--- src/rtl/fcov_pkg.sv ---
package fcov_pkg;
  localparam int NPI    = 5;
  localparam int NGATE  = 6;
  localparam int NNODE  = NPI + NGATE;
  localparam int NSITE  = NPI + 3 * NGATE;
  localparam int NFAULT = 2 * NSITE;
  localparam int CODE_W = $clog2(NFAULT);
  localparam int SITE_W = CODE_W - 1;
  localparam int CNT_W  = $clog2(NFAULT + 1);
  localparam int NOUT   = 2;

  // node numbering: 0..NPI-1 primary inputs, NPI+g gate g output
  function automatic int src_a(int g);
    case (g)
      0: return 0;
      1: return 2;
      2: return 1;
      3: return NPI + 1;
      4: return NPI + 0;
      default: return NPI + 2;
    endcase
  endfunction

  function automatic int src_b(int g);
    case (g)
      0: return 2;
      1: return 3;
      2: return NPI + 1;
      3: return 4;
      4: return NPI + 2;
      default: return NPI + 3;
    endcase
  endfunction

  function automatic int pin_site(int g, int p);
    return NPI + 2 * g + p;
  endfunction

  function automatic int out_site(int g);
    return NPI + 2 * NGATE + g;
  endfunction
endpackage

--- src/rtl/fcov_netlist.sv ---
module fcov_netlist
  import fcov_pkg::*;
(
  input  logic [NPI-1:0]    x_i,
  input  logic              flt_en_i,
  input  logic [CODE_W-1:0] flt_code_i,
  output logic [NOUT-1:0]   y_o
);
  logic [SITE_W-1:0] site;
  logic              sv;
  logic [NSITE-1:0]  hit;
  logic [NNODE-1:0]  node;

  assign site = flt_code_i[CODE_W-1:1];
  assign sv   = flt_code_i[0];

  for (genvar s = 0; s < NSITE; s++) begin : g_dec
    assign hit[s] = flt_en_i && (site == SITE_W'(s));
  end

  always_comb begin
    logic a, b, o;
    node = '0;
    for (int i = 0; i < NPI; i++) begin
      node[i] = hit[i] ? sv : x_i[NPI-1-i];
    end
    // gates in topological order
    for (int g = 0; g < NGATE; g++) begin
      a = hit[pin_site(g, 0)] ? sv : node[src_a(g)];
      b = hit[pin_site(g, 1)] ? sv : node[src_b(g)];
      o = ~(a & b);
      node[NPI+g] = hit[out_site(g)] ? sv : o;
    end
  end

  assign y_o = {node[NNODE-1], node[NNODE-2]};
endmodule

--- src/rtl/fcov_sweep.sv ---
module fcov_sweep
  import fcov_pkg::*;
(
  input  logic              clk_i,
  input  logic              rst_ni,
  input  logic              start_i,
  input  logic              clr_i,
  input  logic [NPI-1:0]    vec_i,
  output logic              busy_o,
  output logic              done_o,
  output logic [CODE_W-1:0] code_o,
  output logic [NPI-1:0]    vec_o
);
  localparam logic [CODE_W-1:0] LAST = CODE_W'(NFAULT - 1);

  logic              busy_q, done_q;
  logic [CODE_W-1:0] code_q;
  logic [NPI-1:0]    vec_q;

  always_ff @(posedge clk_i or negedge rst_ni) begin
    if (!rst_ni) begin
      busy_q <= 1'b0;
      done_q <= 1'b0;
      code_q <= '0;
      vec_q  <= '0;
    end else begin
      if (!busy_q && start_i) begin
        busy_q <= 1'b1;
        done_q <= 1'b0;
        code_q <= '0;
        vec_q  <= vec_i;
      end else if (busy_q) begin
        if (code_q == LAST) begin
          busy_q <= 1'b0;
          done_q <= 1'b1;
        end else begin
          code_q <= code_q + 1'b1;
        end
      end
      if (clr_i) done_q <= 1'b0;
    end
  end

  assign busy_o = busy_q;
  assign done_o = done_q;
  assign code_o = code_q;
  assign vec_o  = vec_q;
endmodule

--- src/rtl/fcov_bitmap.sv ---
module fcov_bitmap
  import fcov_pkg::*;
(
  input  logic              clk_i,
  input  logic              rst_ni,
  input  logic              clr_i,
  input  logic              set_en_i,
  input  logic [CODE_W-1:0] set_idx_i,
  input  logic              hit_i,
  output logic [NFAULT-1:0] map_o,
  output logic [CNT_W-1:0]  cnt_o
);
  logic [NFAULT-1:0] map_q;

  for (genvar f = 0; f < NFAULT; f++) begin : g_bit
    always_ff @(posedge clk_i or negedge rst_ni) begin
      if (!rst_ni)      map_q[f] <= 1'b0;
      else if (clr_i)   map_q[f] <= 1'b0;
      else if (set_en_i && hit_i && set_idx_i == CODE_W'(f))
        map_q[f] <= 1'b1;
    end
  end

  always_comb begin
    cnt_o = '0;
    for (int f = 0; f < NFAULT; f++) cnt_o = cnt_o + CNT_W'(map_q[f]);
  end

  assign map_o = map_q;
endmodule

--- src/rtl/fcov_engine.sv ---
module fcov_engine
  import fcov_pkg::*;
(
  input  logic              clk_i,
  input  logic              rst_ni,
  input  logic [NPI-1:0]    vec_i,
  input  logic              inj_en_i,
  input  logic [CODE_W-1:0] inj_code_i,
  input  logic              start_i,
  input  logic              clr_i,
  output logic [NOUT-1:0]   y_good_o,
  output logic [NOUT-1:0]   y_fault_o,
  output logic              fail_o,
  output logic              busy_o,
  output logic              done_o,
  output logic [NFAULT-1:0] det_map_o,
  output logic [CNT_W-1:0]  det_cnt_o
);
  logic              busy, done;
  logic [CODE_W-1:0] sw_code, flt_code;
  logic [NPI-1:0]    sw_vec, eval_vec;
  logic              flt_en;

  fcov_sweep i_sweep (
    .clk_i, .rst_ni, .start_i, .clr_i, .vec_i,
    .busy_o(busy), .done_o(done), .code_o(sw_code), .vec_o(sw_vec)
  );

  assign eval_vec = busy ? sw_vec  : vec_i;
  assign flt_code = busy ? sw_code : inj_code_i;
  assign flt_en   = busy | inj_en_i;

  fcov_netlist i_good (
    .x_i(eval_vec), .flt_en_i(1'b0), .flt_code_i('0), .y_o(y_good_o)
  );

  fcov_netlist i_bad (
    .x_i(eval_vec), .flt_en_i(flt_en), .flt_code_i(flt_code), .y_o(y_fault_o)
  );

  assign fail_o = |(y_good_o ^ y_fault_o);

  fcov_bitmap i_map (
    .clk_i, .rst_ni, .clr_i,
    .set_en_i(busy), .set_idx_i(sw_code), .hit_i(fail_o),
    .map_o(det_map_o), .cnt_o(det_cnt_o)
  );

  assign busy_o = busy;
  assign done_o = done;
endmodule

--- config.mk ---
export PLATFORM = sky130hd
export DESIGN_NAME = fcov_engine
export DESIGN_NICKNAME = d
export VERILOG_FILES = /design/src/rtl/fcov_pkg.sv /design/src/rtl/fcov_netlist.sv /design/src/rtl/fcov_sweep.sv /design/src/rtl/fcov_bitmap.sv /design/src/rtl/fcov_engine.sv
export SDC_FILE = /design/constraint.sdc
export NUM_CORES = 1
export LEC_CHECK = 0
export ABC_AREA = 1
export ABC_CLOCK_PERIOD_IN_PS = 7750
export BUFFER_PORTS_ARGS = -buffer_cell sky130_fd_sc_hd__clkbuf_2
export CAP_MARGIN = 15
export CORE_MARGIN = 3
export CORE_UTILIZATION = 35
export CTS_CLUSTER_SIZE = 16
export DETAILED_ROUTE_END_ITERATION = 10
export MAX_ROUTING_LAYER = met4
export PLACE_DENSITY_LB_ADDON = 0.12
export SYNTH_ARGS = -nofsm -noshare
export SYNTH_HDL_FRONTEND = slang
export SYNTH_SLANG_ARGS = --single-unit
--- constraint.sdc ---
create_clock -name clk_i -period 7.75 [get_ports clk_i]
set_clock_uncertainty 0.15 [all_clocks]
set_input_delay 0.775 -clock clk_i [delete_from_list [all_inputs] [get_ports clk_i]]
set_output_delay 0.775 -clock clk_i [all_outputs]
set_load 0.005 [all_outputs]
# --- Word level (Yosys, flattened, before mapping) ---
# Cells that the tools add are included.
op_classes:
  add_sub_neg: 46
  mul: 0
  div: 0
  magnitude_cmp: 0
  eq_ne: 68
  shifts: 0
  muxes: 127
  bitwise_logic: 26
  reduce_logical: 126
op_table:
  columns: ["operator", "n"]
  rows:
  - ["6-bit by 1-bit adder with 6-bit output", 44]
  - ["1-bit two-way mux", 122]
  - ["6-bit by 5-bit equality test with 1-bit output, second input constant", 16]
  - ["2-bit nonzero test", 47]
  - ["6-bit equality test, second input constant", 14]
  - ["1-bit logical AND", 71]
  - ["6-bit by 4-bit equality test with 1-bit output, second input constant", 8]
  - ["5-bit by 4-bit equality test with 1-bit output, second input constant", 8]
  - ["5-bit equality test, second input constant", 7]
  - ["6-bit by 3-bit equality test with 1-bit output, second input constant", 4]
  - ["6-bit two-way mux", 4]
  - ["5-bit by 3-bit equality test with 1-bit output, second input constant", 4]
  - ["1-bit bitwise AND", 12]
  - ["6-bit by 2-bit equality test with 1-bit output, second input constant", 2]
  - ["1-bit NOT", 12]
  - ["5-bit by 2-bit equality test with 1-bit output, second input constant", 2]
  - ["6-bit by 1-bit adder with 6-bit output, second input constant", 1]
  - ["6-bit by 1-bit equality test with 1-bit output, second input constant", 1]
  - ["6-bit zero test", 1]
  - ["3-bit nonzero test", 2]
  - ["5-bit by 1-bit equality test with 1-bit output, second input constant", 1]
  - ["5-bit zero test", 1]
  - ["5-bit two-way mux", 1]
  - ["2-bit AND reduction", 2]
  - ["6 further kinds", 6]
totals:
  register_bits: 59
  latch_bits: 0
  ram_bits: 0
  rom_bits: 0
  in_bits: 16
  output_inout_bits: 59
  word_cells: 443
  n_memories: 0

# --- Logic depth before layout (Yosys ltp) ---
# Gate-level depths: netlist of run 1.
logic_depth:
  depth_word: 45
  mapped_depth: 26
  mapped_depth_nobuf: 22

# --- Hierarchy ---
# From an unflattened synthesis of run 1, not the netlist that was laid out.
unflattened:
  cells_unflattened: 624
  area_unflattened_um2: 4664.5
modules_own_cells:
  columns: ["module", "instances", "cells_per_inst", "area_each_um2", "seq_area_each_um2"]
  rows:
  - ["fcov_bitmap", 1, 321, 2999.1, 1151.1]
  - ["fcov_netlist", 2, 90, 410.4, 0.0]
  - ["fcov_sweep", 1, 78, 656.9, 325.3]
  - ["fcov_engine", 1, 45, 187.7, 0.0]

# --- Worst setup path after synthesis of run 1 ---
# No wires, ideal clock.
synth_path:
  path_type: "reg2out"
  startpoint: "register i_map.map_q[0] (netlist: i_map.map_o[0])"
  endpoint: "output port det_cnt_o[4]"
  arrival_time_ns: 5.281
  t_required_ns: 6.825
  path_slack_ns: 1.544
  path_stages_with_launch: 16
  n_path_buf: 0
  cell_sequence: "dfrtp_1 ha_1 inv_1 fa_1 fa_1 fa_1 fa_1 fa_1 fa_1 fa_1 inv_1 fa_1 fa_1 a21oi_1 o21ai_0 xor2_1"
synth_between:
  elab_chain_cells: 45
synth_rtl:
  columns: ["item", "line_no", "rtl"]
  rows:
  - ["start, declared", "fcov_bitmap.sv:13", "logic [NFAULT-1:0] map_q;"]
  - ["start signal, assigned by index", "fcov_bitmap.sv:17", "if (!rst_ni) map_q[f] <= 1'b0;"]
  - ["start signal, assigned by index", "fcov_bitmap.sv:18", "else if (clr_i) map_q[f] <= 1'b0;"]
  - ["start signal, assigned by index", "fcov_bitmap.sv:20", "map_q[f] <= 1'b1;"]
  - ["1-bit by 1-bit adder with 2-bit output", "fcov_bitmap.sv:26", "for (int f = 0; f < NFAULT; f++) cnt_o = cnt_o + CNT_W'(map_q[f]);"]
  - ["6-bit by 1-bit adder with 6-bit output (44 in a row)", "fcov_bitmap.sv:26", null]
  - ["end, declared", "fcov_engine.sv:17", "output logic [CNT_W-1:0] det_cnt_o"]
# No other way between the ends.

# --- Final worst setup path of run 1 ---
# Same ends and word-level chain as after synthesis.

==> results of run 1 <==
-- power breakdown --
group	internal, W	switching, W	leakage [nW]
combinational	0.0000524	0.000130	1.71
clock	0.000212	0.000141	0.129
sequential	0.000315	0.00000678	0.805
total	0.000579	0.000278	2.64
-- kinds of logic after synthesis --
group                    count (synthesis)  share of synthesized area
XOR/XNOR                                 5                    0.00911
multiplexers                             5                     0.0112
flip-flops                              59                      0.307
buffers and inverters                  140                      0.128
AO/OA/AOI/OAI                           77                      0.109
AND/OR/NAND/NOR                        231                      0.245
adder cells (fa/ha/maj)                 51                      0.190
-- cell usage in the layout (no fill, tap or decap), types with 5 or more instances in the layout --
cell type / n
o21ai_0: 10
clkbuf_16: 9
dfrtp_1: 58
nand2_1: 89
nor2_1: 55
nand2_2: 5
nand3_2: 31
ha_1: 14
clkbuf_2: 74
fa_1: 37
a21oi_2: 30
a21oi_1: 26
inv_1: 114
nand3_1: 35
-- flip-flops by register name (all words and copies together), names as in the netlist --
signal,flops
i_sweep.done_o,1
i_map.map_o,46
i_sweep.code_o,6
i_sweep.busy_o,1
i_sweep.vec_o,5
-- metrics by stage --
stage,hold slack (ns),worst slack (ns),cells,total power [W]
finish,0.337,0.950,814,0.000857
global placement,0.323,1.28,799,0.000510
global route,0.371,0.689,814,0.000902
floorplan,0.298,1.54,568,0.000481
CTS,0.333,0.884,814,0.000869
detailed placement,0.320,1.25,799,0.000511
-- worst min-delay path by stage --
stage	startpoint	to	slack, ns	cells after the start
2_1_floorplan	i_sweep.vec_o[0]	i_sweep.vec_o[0]	0.30	2
3_3_place_gp	i_sweep.vec_o[0]	i_sweep.vec_o[0]	0.32	2
3_5_place_dp	i_sweep.vec_o[0]	i_sweep.vec_o[0]	0.32	2
4_1_cts	i_sweep.vec_o[0]	i_sweep.vec_o[0]	0.33	2
5_1_grt	i_sweep.vec_o[0]	i_sweep.vec_o[0]	0.37	2
6_report	i_sweep.vec_o[0]	i_sweep.vec_o[0]	0.34	2
-- critical path, cell delays in order, from the launching register on --
cell and delay (ns):
dfrtp_1 0.39, ha_1 0.29, inv_1 0.07, fa_1 0.43
fa_1 0.56, fa_1 0.46, fa_1 0.50, fa_1 0.54
fa_1 0.44, fa_1 0.49, inv_1 0.05, fa_1 0.41
fa_1 0.41, a21oi_1 0.16, o21ai_0 0.10, xor2_1 0.15
clkbuf_2 0.12
-- Yosys cell counts --
cell type  count
a211oi_1       1
a21o_1         1
a21oi_1       26
a21oi_2       30
a31oi_1        1
buf_12         3
buf_2          4
buf_4          3
buf_6          3
clkbuf_1      10
dfrtp_1       59
fa_1          37
ha_1          14
inv_1        114
inv_2          2
inv_4          1
mux2_2         3
mux2i_1        2
nand2_1       90
nand2_2        4
nand3_1       35
nand3_2       31
nand3_4        1
nand4_1        1
nor2_1        55
nor2_2         2
nor2_4         3
nor3_1         4
nor3b_1        1
nor4_1         2
o21ai_0       10
o21ai_1        2
o21ai_4        1
o22ai_1        3
o31ai_1        1
o32ai_1        1
or2_0          1
or2_2          1
xnor2_1        1
xor2_1         4
-- area by class of cell --
cell class	count	area, um^2	area share
clock inverter	4	20.0	0.00363
clock buffer	11	233	0.0422
timing repair buffer	78	400	0.0726
sequential	59	1480	0.268
tap	176	220	0.0400
inverter	117	442	0.0801
multi-input combinational	369	2720	0.493
-- per-layer routing --
layer | routed length (um) | vias to the layer above | global-route usage
li1 | - | 1893 | -
met2 | 5800 | 76 | 0.276
met3 | 566 | 13 | 0.0393
met5 | 0 | - | -
met1 | 5910 | 1838 | 0.250
met4 | 163 | 0 | 0.0422
==> results.json, run 1 <==
{
  "status": "finished clean",
  "dr.pass1.iters": 5,
  "drv_cap": 0,
  "wl_um": 12400,
  "powerDensity_nw_per_um2": 155,
  "final_antenna_net_count": 0,
  "ctsHoldBuffers": 0,
  "critPathLaunch": "i_map.map_o[0]",
  "die_h_um": 123,
  "post_cts_buffers": 0,
  "arrival_ns": 5.88,
  "hold_violations": 0,
  "synthCells": 568,
  "worst-endpoint-required_ns": 6.82,
  "ys_ff_latch": 59,
  "core_um2": 13300,
  "port_buffers": 74,
  "crit_path_max_fanout": 3,
  "area_growth_pct": 14.6,
  "syn_nets": 635,
  "finalMaxSlewViolations": 0,
  "final_util": 0.413,
  "totalNegativeSetupSlack_ns": 0,
  "max_slew_margin": 0.457,
  "reg2regPathDepth": 22,
  "initial_core_util": 0.360,
  "cts.reportedPaths.clkPinSlew_ns": 0.05,
  "placed_area_um2": 5260,
  "grt_usage": 0.182,
  "r2r_start": "i_sweep.busy_o",
  "antennaDiodeCount": 0,
  "synth.avg_cell_area_um2": 8.47,
  "die_area_um2": 15200,
  "cts_buffers": 9,
  "root_buffer": "clkbuf_16",
  "rsz0062_at_grt": "false",
  "gp_congestion": 0.792,
  "crit_path_start_kind": "flop",
  "layout-drive-gt1-share": 0.270,
  "yosysTopAreaCell": "dfrtp_1",
  "tightest_slew_ns": 0.814,
  "min_path_type": "reg2reg",
  "p_leak_nw": 2.64,
  "wl_per_cell_um": 15.3,
  "vias": 3820,
  "yosysTopAreaCellShare": 0.307,
  "design_area_um2": 5510,
  "num_io_pins": 75,
  "clock_latency_ns": 0.33,
  "cts_tree": "built",
  "clk_path_buf_depth": 2,
  "synth_area_leaders": "dfrtp_1 31%, fa_1 15%, inv_1 8.9%",
  "crit_path_end_kind": "output port",
  "overflow": 0,
  "cts_resized": 0,
  "grt_pass1_vias": 3842,
  "post-dp-hpwl_um": 9550,
  "criticalPathCategory": "reg2out",
  "yosys_warnings": 0,
  "vias_per_cell": 4.69,
  "ir_drop_v": 0.0000914,
  "crit_end": "det_cnt_o[4]",
  "placementRows": 42,
  "synth_cell_type_count": 40,
  "nets": 701,
  "grt_max_degree": 60,
  "syn_area_um2": 4810,
  "fin_crit_sh": 0.877,
  "antenna_found_initial": 0,
  "grt_first_pass_wirelength_um": 20400,
  "setup_viol": 0,
  "cts_sinks": 59,
  "htreeDepth": 3,
  "min_period_ns": 6.80,
  "r2r_slack_ns": 4.09,
  "fillCellCount": 1358,
  "route.detailed.drc": 0,
  "drt_iter0_markers": 229,
  "reg2reg_to": "i_map.map_o[1]",
  "synth_seq_area_share": 0.307,
  "fmax_mhz": 147,
  "die_width_um": 123
}
(Power assumes the default switching activity.)
==> run 2: changes to the inputs <==
CORE_UTILIZATION = 51   (was 35)
==> run 2 against run 1 <==
Compared with the run above:
- core utilization is 19 points higher
- combinational power is 3% lower
- clock-buffer cell count is 1 higher
- final cell count is 8.4% lower
- global-route usage is 5.7 points higher
- worst hold slack worse by 0.0055 ns
- final area is 2.3% lower
- register-to-register slack worse by 0.83 ns
- sequential share of layout area is 0.62 points higher
- clock power is 8.5% lower
- first-iteration DRC count is 4.8% higher
- critical path type unchanged
- largest cell class unchanged
==> results.json, run 2 (same netlist as run 1, synthesis figures left out) <==
{
  "min_period_ns": 6.87,
  "arrival_ns": 5.95,
  "mostFrequentLayoutCells": "114 x inv_1, 89 x nand2_1, 74 x clkbuf_2, 58 x dfrtp_1, 55 x nor2_1",
  "root_buffer": "clkbuf_8",
  "design_area_um2": 5390,
  "nets": 700,
  "die_area_um2": 10600,
  "antenna_found_initial": 0,
  "core_um2": 8930,
  "fin_crit_sh": 0.887,
  "grt_first_pass_wirelength_um": 18900,
  "clock_latency_ns": 0.34,
  "drv_cap": 0,
  "max_slew_margin": 0.214,
  "antennaDiodeCount": 0,
  "min_path_type": "reg2reg",
  "powerDensity_nw_per_um2": 153,
  "final_common_cell": "inv_1",
  "hold_violations": 0,
  "ir_drop_v": 0.0000831,
  "cts.reportedPaths.clkPinSlew_ns": 0.07,
  "largest_reg_flops": 46,
  "cts_tree": "built",
  "area_growth_pct": 12.0,
  "vias": 3854,
  "cts_resized": 0,
  "criticalPathCategory": "reg2out",
  "die_h_um": 103,
  "fmax_mhz": 146,
  "final_util": 0.603,
  "final_antenna_net_count": 0,
  "wl_per_cell_um": 15.4,
  "grt_pass1_vias": 3745,
  "status": "finished clean",
  "crit_path_start_kind": "flop",
  "dr.pass1.iters": 5,
  "gp_congestion": 0.908,
  "num_io_pins": 75,
  "grt_max_degree": 60,
  "grt_usage": 0.239,
  "vias_per_cell": 5.17,
  "placementRows": 34,
  "htreeDepth": 3,
  "crit_path_max_fanout": 3,
  "p_leak_nw": 2.61,
  "totalNegativeSetupSlack_ns": 0,
  "clk_path_buf_depth": 2,
  "wl_um": 11500,
  "cts_sinks": 59,
  "crit_path_end_kind": "output port",
  "die_width_um": 103,
  "layout-drive-gt1-share": 0.270,
  "cts_buffers": 9,
  "placed_area_um2": 5170,
  "overflow": 0,
  "route.detailed.drc": 0,
  "port_buffers": 74,
  "ctsHoldBuffers": 0,
  "fillCellCount": 795,
  "tightest_slew_ns": 1.17,
  "finalMaxSlewViolations": 0,
  "post-dp-hpwl_um": 8640,
  "drt_iter0_markers": 240,
  "rsz0062_at_grt": "false",
  "worst-endpoint-required_ns": 6.82,
  "initial_core_util": 0.538,
  "post_cts_buffers": 0,
  "setup_viol": 0
}
run 2: changes by cell type in the layout (fill, tap and decap cells not counted):
cell and change:
buf_4 -1, bufinv_16 +2, clkbuf_16 -9, clkbuf_8 +10, clkinv_2 -4, clkinvlp_4 +2
run 2: area by class of cell:
| class | count | area, um^2 | share of cell area |
|---|---|---|---|
| flip-flops and latches | 59 | 1480 | 0.274 |
| clock inverters | 4 | 75.1 | 0.0139 |
| multi-input cells | 369 | 2720 | 0.505 |
| repair buffers | 77 | 393 | 0.0729 |
| well taps | 108 | 135 | 0.0251 |
| clock buffers | 12 | 145 | 0.0269 |
| inverters | 117 | 442 | 0.0820 |
run 2: final timing paths:
path	start	endpoint	slack (ns)	cells after the start
worst max-delay path	i_map.map_o[0]	det_cnt_o[4]	0.88	16
worst min-delay path	i_sweep.vec_o[0]	i_sweep.vec_o[0]	0.33	2
worst max register to register	i_sweep.busy_o	i_map.map_o[41]	3.26	21
worst min register to register	i_sweep.vec_o[0]	i_sweep.vec_o[0]	0.33	2
max in group asynchronous	rst_ni	i_sweep.busy_o	6.43	2
min in group asynchronous	rst_ni	i_sweep.vec_o[0]	0.44	2
run 2: through the flow:
stage          worst slack [ns]  instances  power [W]  hold WS [ns]
2_1_floorplan              1.54        568   0.000481         0.298
3_3_place_gp               1.34        730   0.000503         0.316
3_5_place_dp               1.23        730   0.000507         0.321
4_1_cts                   0.856        746   0.000827         0.338
5_1_grt                   0.606        746   0.000864         0.373
6_report                  0.879        746   0.000822         0.332
run 2: per-layer routing:
metal  wire length [um]  track usage  part of all wire  up-vias
met1               5410        0.328              0.47     1849
li1                   -            -                 -     1891
met5                  0            -                 0        -
met2               5430        0.366              0.47       98
met4                197       0.0697             0.017        0
met3                420       0.0399             0.037       16
run 2: critical path, cell delays in order, from the launching register on:
cell and delay (ns):
dfrtp_1 0.41, ha_1 0.29, inv_1 0.07, fa_1 0.43
fa_1 0.51, fa_1 0.55, fa_1 0.44, fa_1 0.54
fa_1 0.43, fa_1 0.49, inv_1 0.05, fa_1 0.41
fa_1 0.42, a21oi_1 0.17, o21ai_0 0.12, xor2_1 0.15
clkbuf_2 0.12
run 2: report_power, final:
group          leakage, nW  internal (W)  switching, W  total [W]
clock                0.103      0.000190      0.000132   0.000322
combinational         1.70     0.0000504      0.000127   0.000177
sequential           0.805      0.000314    0.00000920   0.000323
total                 2.61      0.000555      0.000268   0.000822
==> run 3: changes to the inputs <==
CELL_PAD_IN_SITES_DETAIL_PLACEMENT = 1   (was default)
CELL_PAD_IN_SITES_GLOBAL_PLACEMENT = 1   (was default)
CORE_UTILIZATION = 43   (was 51)
==> run 3 against run 2 <==
Compared with the run above:
- first-iteration DRC count shrank 33%
- worst hold slack gained 0.020 ns
- critical path depth is the same
- combinational power grew 5%
- final area is essentially flat
- setup slack lost 0.019 ns
- sequential share of layout area is essentially flat
- maximum frequency shrank 0.27%
- register-to-register slack gained 0.26 ns
- largest power group unchanged
- highest routed layer unchanged
==> results.json, run 3 (same netlist as run 1, synthesis figures left out) <==
{
  "vias_per_cell": 5.15,
  "root_buffer": "clkbuf_8",
  "hold_violations": 0,
  "cts_resized": 0,
  "fin_cells": 774,
  "arrival_ns": 5.97,
  "port_buffers": 74,
  "die_width_um": 112,
  "fin_crit_sh": 0.889,
  "crit_buf_inv": 3,
  "hold_path_depth": 2,
  "post-dp-hpwl_um": 10200,
  "worst-endpoint-required_ns": 6.82,
  "fmax_mhz": 145,
  "antenna_found_initial": 0,
  "p_int_w": 0.000512,
  "cp_cell_sequence": "ha_1, inv_1, fa_1, fa_1, fa_1, fa_1, fa_1, fa_1, fa_1, inv_1, fa_1, fa_1, a21oi_1, o21ai_0, xor2_1, clkbuf_2",
  "grt_max_degree": 60,
  "layout-drive-gt1-share": 0.271,
  "crit_path_start_kind": "flop",
  "cts_sinks": 59,
  "cts.reportedPaths.clkPinSlew_ns": 0.07,
  "post_cts_buffers": 0,
  "gp_congestion": 0.854,
  "crit_path_max_fanout": 3,
  "route.detailed.drc": 0,
  "grt_pass1_vias": 4381,
  "cts_tree": "built",
  "totalNegativeSetupSlack_ns": 0,
  "fillCellCount": 1353,
  "wl_um": 13400,
  "clk_path_buf_depth": 2,
  "p_clk_frac": 0.353,
  "dp.cells": 759,
  "grt_usage": 0.236,
  "cpPeakStageDelay_ns": 0.57,
  "drv_cap": 0,
  "critical-path-top-delay-family": "adder cells",
  "mostFrequentLayoutCells": "114 x inv_1, 89 x nand2_1, 74 x clkbuf_2, 58 x dfrtp_1, 55 x nor2_1",
  "antennaDiodeCount": 0,
  "rsz0062_at_grt": "false",
  "powerDensity_nw_per_um2": 146,
  "finalMaxSlewViolations": 0,
  "die_area_um2": 12500,
  "status": "finished clean",
  "grt_first_pass_wirelength_um": 22900,
  "min_period_ns": 6.89,
  "power_switching_w": 0.000276,
  "switching_share": 0.350,
  "largest_reg_flops": 46,
  "cts_buffers": 9,
  "final_antenna_net_count": 0,
  "criticalPathCategory": "reg2out",
  "max_slew_margin": 0.458,
  "placementRows": 37,
  "comb_power_share": 0.235,
  "drt_iter0_markers": 162,
  "initial_core_util": 0.454,
  "wl_per_cell_um": 17.3,
  "min_path_type": "reg2reg",
  "vias": 3987,
  "final_common_cell": "inv_1",
  "htreeDepth": 3,
  "ir_drop_v": 0.000132,
  "setup_viol": 0,
  "power_frac_seq": 0.411,
  "path_depth": 16,
  "ctsHoldBuffers": 0,
  "nets": 701,
  "crit_path_end_kind": "output port",
  "area_growth_pct": 12.1,
  "num_io_pins": 75,
  "die_h_um": 112,
  "tightest_slew_ns": 0.813,
  "crit_top_cell": "fa_1",
  "slowest_stage": "fa_1",
  "dr.pass1.iters": 4,
  "overflow": 0,
  "core_um2": 10600,
  "p_leak_nw": 2.60,
  "clock_latency_ns": 0.35,
  "reg2regPathDepth": 22
}
run 3: changes by cell type in the layout (fill, tap and decap cells not counted), sizes merged:
cell | before | now
buf | 3 | 4
bufinv | 2 | 1
clkbuf | 86 | 84
clkinv | 0 | 2
run 3: metrics by stage:
step | hold slack (ns) | utilization | power (W) | setup slack, ns | instance area [um^2]
after floorplan | 0.298 | - | 0.000481 | 1.54 | 4810
after global placement | 0.317 | 0.491 | 0.000511 | 1.32 | 5210
after detailed placement | 0.338 | 0.491 | 0.000516 | 1.22 | 5210
after CTS | 0.356 | 0.509 | 0.000797 | 0.813 | 5390
after global routing | 0.391 | 0.509 | 0.000835 | 0.554 | 5390
final | 0.351 | 0.509 | 0.000788 | 0.860 | 5390
run 3: cell type report:
cell class | instances | area [um^2] | share of cell area
clock buffers | 10 | 128 | 0.0237
well taps | 136 | 170 | 0.0316
repair buffers | 78 | 400 | 0.0743
flip-flops and latches | 59 | 1480 | 0.274
multi-input cells | 369 | 2720 | 0.504
clock inverters | 5 | 55.1 | 0.0102
inverters | 117 | 442 | 0.0819
run 3: worst paths after layout:
path | from | to | slack, ns
max | i_map.map_o[0] | det_cnt_o[4] | 0.86
min reg2reg | i_sweep.vec_o[1] | i_sweep.vec_o[1] | 0.35
min in group asynchronous | rst_ni | i_sweep.vec_o[4] | 0.42
max in group asynchronous | rst_ni | i_sweep.busy_o | 6.42
max reg2reg | i_sweep.busy_o | i_map.map_o[33] | 3.52
min | i_sweep.vec_o[1] | i_sweep.vec_o[1] | 0.35
run 3: layer usage:
| metal | part of all wire | track usage |
|---|---|---|
| met3 | 0.031 | 0.0375 |
| met1 | 0.47 | 0.315 |
| met5 | 0 | - |
| met4 | 0.015 | 0.0552 |
| met2 | 0.49 | 0.380 |
run 3: worst register-to-register path: stages (launching register included):
cell	delay, ns
dfrtp_2	0.80
buf_4	0.57
inv_4	0.17
nand2_1	0.11
nand2_1	0.14
nor2_4	0.21
nand2_1	0.11
nor2_1	0.17
inv_1	0.06
nand3_1	0.08
nand2_1	0.08
nand2_1	0.06
nand2_1	0.04
nand2_1	0.08
nand2_1	0.05
nand2_1	0.07
nand2_1	0.07
nand2_1	0.06
nand2_1	0.07
nand2_2	0.06
buf_4	0.53
nand3_1	0.23
a21oi_1	0.17
run 3: power groups by stage:
stage / Sequential [W] / Clock, W / Combinational, W
floorplan: 0.000323 / 0 / 0.000158
global placement: 0.000329 / 0 / 0.000181
detailed placement: 0.000330 / 0 / 0.000186
CTS: 0.000324 / 0.000286 / 0.000187
global route: 0.000325 / 0.000302 / 0.000208
finish: 0.000324 / 0.000278 / 0.000185
